File: config.mk
export PLATFORM = sky130hd
export DESIGN_NAME = flash_port_strobe
export DESIGN_NICKNAME = d
export VERILOG_FILES = /design/src/rtl/fps_pkg.sv /design/src/rtl/fps_regs.sv /design/src/rtl/fps_strobe.sv /design/src/rtl/fps_pinmux.sv /design/src/rtl/flash_port_strobe.sv
export SDC_FILE = /design/constraint.sdc
export NUM_CORES = 1
export LEC_CHECK = 0
export CORE_MARGIN = 2
export CORE_UTILIZATION = 46
export CTS_BUF_LIST = sky130_fd_sc_hd__clkbuf_8
export CTS_CLUSTER_DIAMETER = 50
export CTS_CLUSTER_SIZE = 14
export DETAILED_ROUTE_END_ITERATION = 10
export PLACE_DENSITY = 0.8
export SYNTH_ARGS = -nofsm -noshare
export SYNTH_HDL_FRONTEND = slang
export SYNTH_HIERARCHICAL = 1
export SYNTH_SLANG_ARGS = --single-unit
File: constraint.sdc
create_clock -name clk -period 3.25 [get_ports clk]
set_clock_uncertainty 0.1 [all_clocks]
set_input_delay 0.65 -clock clk [delete_from_list [all_inputs] [get_ports clk]]
set_output_delay 0.65 -clock clk [all_outputs]
set_load 0.01 [all_outputs]
File: src/rtl/fps_pkg.sv
package fps_pkg;
  localparam int DATA_W = 8;
  localparam int ADDR_W = 3;

  typedef enum logic [ADDR_W-1:0] {
    A_P0_DAT = 3'd0,
    A_P1_DAT = 3'd1,
    A_P0_DIR = 3'd2,
    A_P1_DIR = 3'd3,
    A_CTRL   = 3'd4
  } reg_addr_e;

  localparam int B_RDSEL = 0;
  localparam int B_OECTL = 5;
  localparam int B_WECTL = 6;
  localparam int B_EN    = 7;

  typedef struct packed {
    logic en;
    logic we_ctl;
    logic oe_ctl;
    logic rdsel;
  } ctrl_t;
endpackage

File: src/rtl/fps_regs.sv
module fps_regs
  import fps_pkg::*;
#(
  parameter int P1_W = 3
) (
  input  logic              clk,
  input  logic              rst_n,
  input  logic              wr_en,
  input  logic [ADDR_W-1:0] addr,
  input  logic [DATA_W-1:0] wdata,
  output logic [DATA_W-1:0] p0_dat,
  output logic [DATA_W-1:0] p0_dir,
  output logic [P1_W-1:0]   p1_dat,
  output logic [P1_W-1:0]   p1_dir,
  output ctrl_t             ctrl
);
  always_ff @(posedge clk or negedge rst_n) begin
    if (!rst_n) begin
      p0_dat <= '0;
      p0_dir <= '0;
      p1_dat <= '0;
      p1_dir <= '0;
      ctrl   <= '0;
    end else if (wr_en) begin
      unique case (addr)
        A_P0_DAT: p0_dat <= wdata;
        A_P0_DIR: p0_dir <= wdata;
        A_P1_DAT: p1_dat <= wdata[P1_W-1:0];
        A_P1_DIR: p1_dir <= wdata[P1_W-1:0];
        A_CTRL: begin
          ctrl.en     <= wdata[B_EN];
          ctrl.we_ctl <= wdata[B_WECTL];
          ctrl.oe_ctl <= wdata[B_OECTL];
          ctrl.rdsel  <= wdata[B_RDSEL];
        end
        default: ;
      endcase
    end
  end
endmodule

File: src/rtl/fps_strobe.sv
module fps_strobe
  import fps_pkg::*;
(
  input  logic  clk,
  input  logic  rst_n,
  input  logic  flash_acc,
  input  logic  acc_wr,
  input  ctrl_t ctrl,
  output logic  oe_pin,
  output logic  we_pin,
  output logic  sc_pin
);
  logic oe_p, we_p, sc_p;

  // Pulse kinds are latched with the settings in force at the access,
  // so each lasts one full cycle whatever happens to the control bits.
  always_ff @(posedge clk or negedge rst_n) begin
    if (!rst_n) begin
      oe_p <= 1'b0;
      we_p <= 1'b0;
      sc_p <= 1'b0;
    end else begin
      oe_p <= flash_acc & ~acc_wr & ctrl.oe_ctl;
      we_p <= flash_acc &  acc_wr & ctrl.we_ctl;
      sc_p <= flash_acc & ( (acc_wr  & ctrl.oe_ctl & ~ctrl.we_ctl)
                          | (~acc_wr & ~ctrl.oe_ctl & ctrl.we_ctl));
    end
  end

  assign oe_pin = ctrl.oe_ctl & ~oe_p;
  assign we_pin = ~we_p;
  assign sc_pin = sc_p;
endmodule

File: src/rtl/fps_pinmux.sv
module fps_pinmux
  import fps_pkg::*;
#(
  parameter int P1_W = 3
) (
  input  ctrl_t             ctrl,
  input  logic              oe_pin,
  input  logic              we_pin,
  input  logic              sc_pin,
  input  logic [DATA_W-1:0] p0_dat,
  input  logic [DATA_W-1:0] p0_dir,
  input  logic [P1_W-1:0]   p1_dat,
  input  logic [P1_W-1:0]   p1_dir,
  input  logic [DATA_W-1:0] p0_in,
  input  logic [P1_W-1:0]   p1_in,
  input  logic [ADDR_W-1:0] addr,
  output logic [DATA_W-1:0] p0_out,
  output logic [DATA_W-1:0] p0_oe,
  output logic [P1_W-1:0]   p1_out,
  output logic [P1_W-1:0]   p1_oe,
  output logic [DATA_W-1:0] rdata
);
  localparam int N_STB = 3;
  logic [N_STB-1:0] stb;
  logic [P1_W-1:0]  p1_rb;
  logic [DATA_W-1:0] p0_rb;

  assign stb    = {sc_pin, we_pin, oe_pin};
  assign p0_out = p0_dat;
  assign p0_oe  = p0_dir;
  assign p0_rb  = (p0_dat & p0_dir) | (p0_in & ~p0_dir);

  for (genvar i = 0; i < P1_W; i++) begin : g_p1
    if (i < N_STB) begin : g_stb
      assign p1_out[i] = ctrl.en ? stb[i] : p1_dat[i];
      assign p1_oe[i]  = ctrl.en | p1_dir[i];
    end else begin : g_gpio
      assign p1_out[i] = p1_dat[i];
      assign p1_oe[i]  = p1_dir[i];
    end
    assign p1_rb[i] = (p1_dir[i] | ctrl.rdsel) ? p1_dat[i] : p1_in[i];
  end

  always_comb begin
    rdata = '0;
    unique case (addr)
      A_P0_DAT: rdata = p0_rb;
      A_P0_DIR: rdata = p0_dir;
      A_P1_DAT: rdata[P1_W-1:0] = p1_rb;
      A_P1_DIR: rdata[P1_W-1:0] = p1_dir;
      A_CTRL: begin
        rdata[B_EN]    = ctrl.en;
        rdata[B_WECTL] = ctrl.we_ctl;
        rdata[B_OECTL] = ctrl.oe_ctl;
        rdata[B_RDSEL] = ctrl.rdsel;
      end
      default: rdata = '0;
    endcase
  end
endmodule

File: src/rtl/flash_port_strobe.sv
module flash_port_strobe
  import fps_pkg::*;
#(
  parameter int P1_W = 3
) (
  input  logic              clk,
  input  logic              rst_n,
  input  logic              bus_valid,
  output logic              bus_ready,
  input  logic              bus_write,
  input  logic [ADDR_W-1:0] bus_addr,
  input  logic [DATA_W-1:0] bus_wdata,
  output logic [DATA_W-1:0] bus_rdata,
  input  logic [DATA_W-1:0] p0_in,
  output logic [DATA_W-1:0] p0_out,
  output logic [DATA_W-1:0] p0_oe,
  input  logic [P1_W-1:0]   p1_in,
  output logic [P1_W-1:0]   p1_out,
  output logic [P1_W-1:0]   p1_oe
);
  logic              take, busy_q, flash_acc;
  logic [DATA_W-1:0] p0_dat, p0_dir;
  logic [P1_W-1:0]   p1_dat, p1_dir;
  ctrl_t             ctrl_q;
  logic              oe_pin, we_pin, sc_pin;

  assign take      = bus_valid & bus_ready;
  assign bus_ready = ~busy_q;
  assign flash_acc = take & ctrl_q.en & (bus_addr == A_P0_DAT);

  always_ff @(posedge clk or negedge rst_n) begin
    if (!rst_n) busy_q <= 1'b0;
    else        busy_q <= take;
  end

  fps_regs #(.P1_W(P1_W)) i_regs (
    .clk(clk), .rst_n(rst_n), .wr_en(take & bus_write), .addr(bus_addr),
    .wdata(bus_wdata), .p0_dat(p0_dat), .p0_dir(p0_dir), .p1_dat(p1_dat),
    .p1_dir(p1_dir), .ctrl(ctrl_q)
  );

  fps_strobe i_strobe (
    .clk(clk), .rst_n(rst_n), .flash_acc(flash_acc), .acc_wr(bus_write),
    .ctrl(ctrl_q), .oe_pin(oe_pin), .we_pin(we_pin), .sc_pin(sc_pin)
  );

  fps_pinmux #(.P1_W(P1_W)) i_pinmux (
    .ctrl(ctrl_q), .oe_pin(oe_pin), .we_pin(we_pin), .sc_pin(sc_pin),
    .p0_dat(p0_dat), .p0_dir(p0_dir), .p1_dat(p1_dat), .p1_dir(p1_dir),
    .p0_in(p0_in), .p1_in(p1_in), .addr(bus_addr), .p0_out(p0_out),
    .p0_oe(p0_oe), .p1_out(p1_out), .p1_oe(p1_oe), .rdata(bus_rdata)
  );
endmodule

## Word level (Yosys, flattened, before mapping)

Index checks and enable logic that the tools add are counted.

- Flip-flop bits (word level): 30
- Logic and storage cells: 63

- Bitwise operators: 31
- Reduce and logical (&&, ||, !) cells: 6
- Multiplexer cells: 10
- Equality and inequality tests: 4

Operator list:

| operator | number |
|---|---|
| 8-bit AND | 2 |
| 1-bit AND | 14 |
| 2-bit AND reduction | 5 |
| 3-bit case mux with 3 select lines | 1 |
| 8-bit inverter | 1 |
| 8-bit bitwise OR | 1 |
| 2-bit case mux with 4 select lines | 1 |
| 1-bit bitwise OR | 7 |
| 3-bit by 2-bit equality test with 1-bit output (second input constant) | 2 |
| 1-bit 2-to-1 mux | 6 |
| 1-bit inverter | 6 |
| 1-bit case mux with 5 select lines | 1 |
| 2-bit case mux with 2 select lines | 1 |
| 3-bit by 1-bit equality test with 1-bit output (second input constant) | 1 |
| 3-bit equality test (second input constant) | 1 |
| 3-bit zero test | 1 |

## Longest topological paths before layout

- Depth after elaboration: 6
- Depth in mapped cells: 5
- Depth with buffers taken out: 4

## By module

Netlist, hierarchy kept.

Modules (own cells, without submodules):

| module | area each (µm²) | cells an instance | sequential area each (µm²) | instances |
|---|---|---|---|---|
| fps_regs | 1016.0 | 58 | 650.6 | 1 |
| fps_pinmux | 531.8 | 77 | 0.0 | 1 |
| fps_strobe | 125.1 | 11 | 75.1 | 1 |
| flash_port_strobe | 63.8 | 6 | 25.0 | 1 |

## Least setup slack after synthesis

Ideal clock, no wire load.

- Path kind: input-to-output
- Start: in p1_in[1]
- End: out bus_rdata[1]
- Required time: 2500 ps
- Data arrival time: 1486 ps
- Setup slack: 1014 ps
- Stages on the path: 3
- Path through: inv_1 o311a_2 o41ai_1

- Longest elaborated chain between the ends: 2

RTL lines:

| item | RTL line | source |
|---|---|---|
| start: declaration | flash_port_strobe.sv:17 | `input logic [P1_W-1:0] p1_in,` |
| 1-bit 2-to-1 mux | fps_pinmux.sv:41 | `assign p1_rb[i] = (p1_dir[i] \| ctrl.rdsel) ? p1_dat[i] : p1_in[i];` |
| 2-bit case mux with 4 select lines | fps_pinmux.sv:46 | `unique case (addr)` |
| end: declaration | flash_port_strobe.sv:13 | `output logic [DATA_W-1:0] bus_rdata,` |

Every way passes these cells.

## Worst setup path after layout

Same ends and word-level chain as after synthesis.

==> results.tsv <==
stage	metric	value	unit
sta	fin_tns_setup	0	ps
global_routing	use_met3	0.0531	
final_layout	finalNonFillerCells	254	
sta	drv_slew	0	
min_path	worstHoldStart	busy_q	
global_routing	grt-ovfl-total	0	
final_layout	final-seq-area	751	um^2
sta	setup_viol	0	
detailed_routing	num_vias	1361	
detailed_routing	vias_per_cell	5.36	
pwr	p_sw	0.367	mW
final_layout	multi_input_area	832	um^2
final_layout	layout_commonest_cell	clkdlybuf4s50_1	
placement	placedCellCount	246	
global_routing	grtUsageMet1	0.249	
placement	routabilityCongestion	0.732	
pwr	p_int	0.943	mW
setup_path	rrSetupSlack	1410	ps
setup_path	cp-start-kind	primary input	
synth	yosys.area.top_type_share	0.432	
min_path	hold_end	busy_q	
flow_run	drv_cap	0	
setup_path	arrival	2420	ps
detailed_routing	dr.pass1.iters	4	
final_layout	nFillCells	284	
final_layout	area_delta_synth_final	41.2	%
outcome	outcome	finished, final reports clean	
synth	syn_nets	178	
sta	holdWs	385	ps
setup_path	cp-end-kind	primary output	
clocking	postCtsSetupBuffers	0	
global_routing	grt_most_used_layer	met2	
clocking	clock_latency	280	ps
pwr	pwr-share-seq	0.404	
synth	synth-seq-area-share	0.432	
final_layout	finalCoreUtilization	0.675	
die	die_y	65.4	um
die	start_util	0.478	
setup_path	worstPathRequired	2500	ps
synth	syn-cell-area	0.00174	mm^2
global_routing	met2_usage	0.334	
sta	maxSlewHeadroom	0.739	
placement	port_buffers	56	
min_path	holdCritPathClass	flip-flop to flip-flop	
clocking	cts_tree	done	
global_routing	grt_pass1_vias	1311	
setup_path	worst_r2r_path_depth	5	
synth	yosys-top-cells-area	dfrtp_1 43%, mux2_2 19%, buf_4 7.3%	
clocking	cts.sinks	30	
setup_path	reg2reg_to	i_regs/p0_dir[4]	
synth	syn_area_per_cell	11.4	um^2
die	num_rows	22	
detailed_routing	drt-total-wl	3810	um
clocking	clkTransAtPathRegs	60	ps
clocking	cts_made_buffers	5	
final_layout	antenna_cells	0	
die	num_io_pins	57	
synth	yosys_register_bits	30	
pwr	clock_power_share	0.266	
setup_path	worstSetupPathType	primary input to primary output	
synth	synth.largest_area_cell	dfrtp_1	
sta	fin_crit	3170	ps
pwr	p_leak	1.09	nW
global_routing	grt_max_degree	31	
sta	hold_viol_final	0	
global_routing	antenna_found_initial	0	
setup_path	worstPathMaxFanout	1	
synth	ys_types	37	
clocking	htree_levels	2	
pwr	power_frac_comb	0.330	
placement	dp_hpwl	2910	um
detailed_routing	ant_nets	0	
sta	rsz0062_at_grt	false	
final_layout	fin_area	0.00245	mm^2
global_routing	grt_pass1_wl	6350	um
pwr	p_per_area	534	mW/mm^2
synth	yosys_warnings	6	
pwr	ir_drop	0.000364	V
min_path	worstHoldPathCells	1	
sta	fmax	0.315	GHz
pwr	swShare	0.280	
synth	synth_cells	152	
clocking	cts-root-buf	clkbuf_8	
detailed_routing	drt-wirelength-per-cell	15.0	um
sta	tightest_slew	387	ps
global_routing	grt_usage	0.199	
detailed_routing	drc	0	
die	die_w	65.4	um
setup_path	rr_startpoint	busy_q	
die	core	0.00363	mm^2
final_layout	layout_common_cells	51 x clkdlybuf4s50_1, 30 x dfrtp_1, 30 x mux2_2	
clocking	ctsLongestPathBuffers	2	
final_layout	layout-drive-gt1-share	0.320	
die	die_area	0.00428	mm^2
final_layout	nNetsFinal	231	
detailed_routing	initialDrtViolationCount	33	
sta	fin_crit_sh	0.975	
placement	dpl_cell_area	0.00232	mm^2
-- cell usage after synthesis (all sizes together) --
library cell and n:
dfrtp 30, mux2 30, buf 21, nand2 8, nor2 7, o21ai 6
inv 5, or3b 4, a211oi 3, a21o 3, a21oi 3, nand4b 3
nor2b 3, o211ai 3, or2 3, a21boi 2, and4bb 2, o31ai 2
a2111oi 1, a211o 1, and2 1, and3 1, and4b 1, nand2b 1
nand3 1, nor4b 1, nor4bb 1, o21a 1, o21ba 1, o311a 1
o32ai 1, o41ai 1
-- how the worst max path moves through the flow --
stage                     start      endpoint  slack, ps  cells past startpoint
detailed placement  bus_addr[2]  bus_rdata[7]         40                      5
floorplan              p1_in[1]  bus_rdata[1]       1010                      3
finish                 p1_in[1]  bus_rdata[1]         80                      5
global route           p1_in[1]  bus_rdata[1]         20                      5
CTS                 bus_addr[2]  bus_rdata[7]         30                      5
global placement       p1_in[0]  bus_rdata[0]         40                      5
-- power groups by stage --
stage	combinational (mW)	sequential, mW	clock [mW]
finish	0.432	0.530	0.349
floorplan	0.269	0.511	0
detailed placement	0.434	0.537	0
global placement	0.427	0.532	0
CTS	0.437	0.531	0.359
global route	0.466	0.546	0.377
-- registers in the layout, indices dropped and copies added (netlist names) --
register and count:
i_regs/p1_dir 3, i_regs/p0_dat 8, i_regs/ctrl 4, i_strobe/sc_pin 1
i_regs/p0_dir 8, i_regs/p1_dat 3, i_strobe/oe_p 1, busy_q 1
i_strobe/we_p 1
-- through the flow --
stage / worst slack (ps) / total power, mW
5_1_grt: 23.2 / 1.39
2_1_floorplan: 1010 / 0.781
6_report: 79.7 / 1.31
3_3_place_gp: 37.9 / 0.958
3_5_place_dp: 41.6 / 0.971
4_1_cts: 27.2 / 1.33
-- layer usage --
| layer | vias up | share of wire | routed length, um |
|---|---|---|---|
| met5 | - | 0 | 0 |
| li1 | 642 | - | - |
| met1 | 670 | 0.42 | 1620 |
| met3 | 5 | 0.063 | 240 |
| met4 | 0 | 0.011 | 42 |
| met2 | 44 | 0.50 | 1910 |
-- cell families (layout without fill, tap and decap cells) --
logic type	after synthesis	count (layout)	share of synthesized area
multiplexers	30	30	0.195
AO/OA/AOI/OAI	29	29	0.125
buffers and inverters	26	80	0.0994
AND/OR/NAND/NOR	37	37	0.148
flip-flops	30	30	0.432
-- final cells by class --
| type | instances | share of cell area |
|---|---|---|
| Tap cell | 48 | 0.0245 |
| Timing Repair Buffer | 67 | 0.278 |
| Sequential cell | 30 | 0.306 |
| Inverter | 5 | 0.00765 |
| Clock buffer | 8 | 0.0449 |
| Multi-Input combinational cell | 96 | 0.339 |
-- repair_timing --
action	4_1_cts	5_1_grt
setup endpoints to repair	0	5
gates resized for setup	0	6
hold buffers	0	0
-- worst max-delay path, cell delays in order --
cell and delay, ps:
clkdlybuf4s50_1 450, inv_1 40, o311a_2 320, o41ai_1 350, clkdlybuf4s50_1 600
Power figures use the tool's default switching activity.
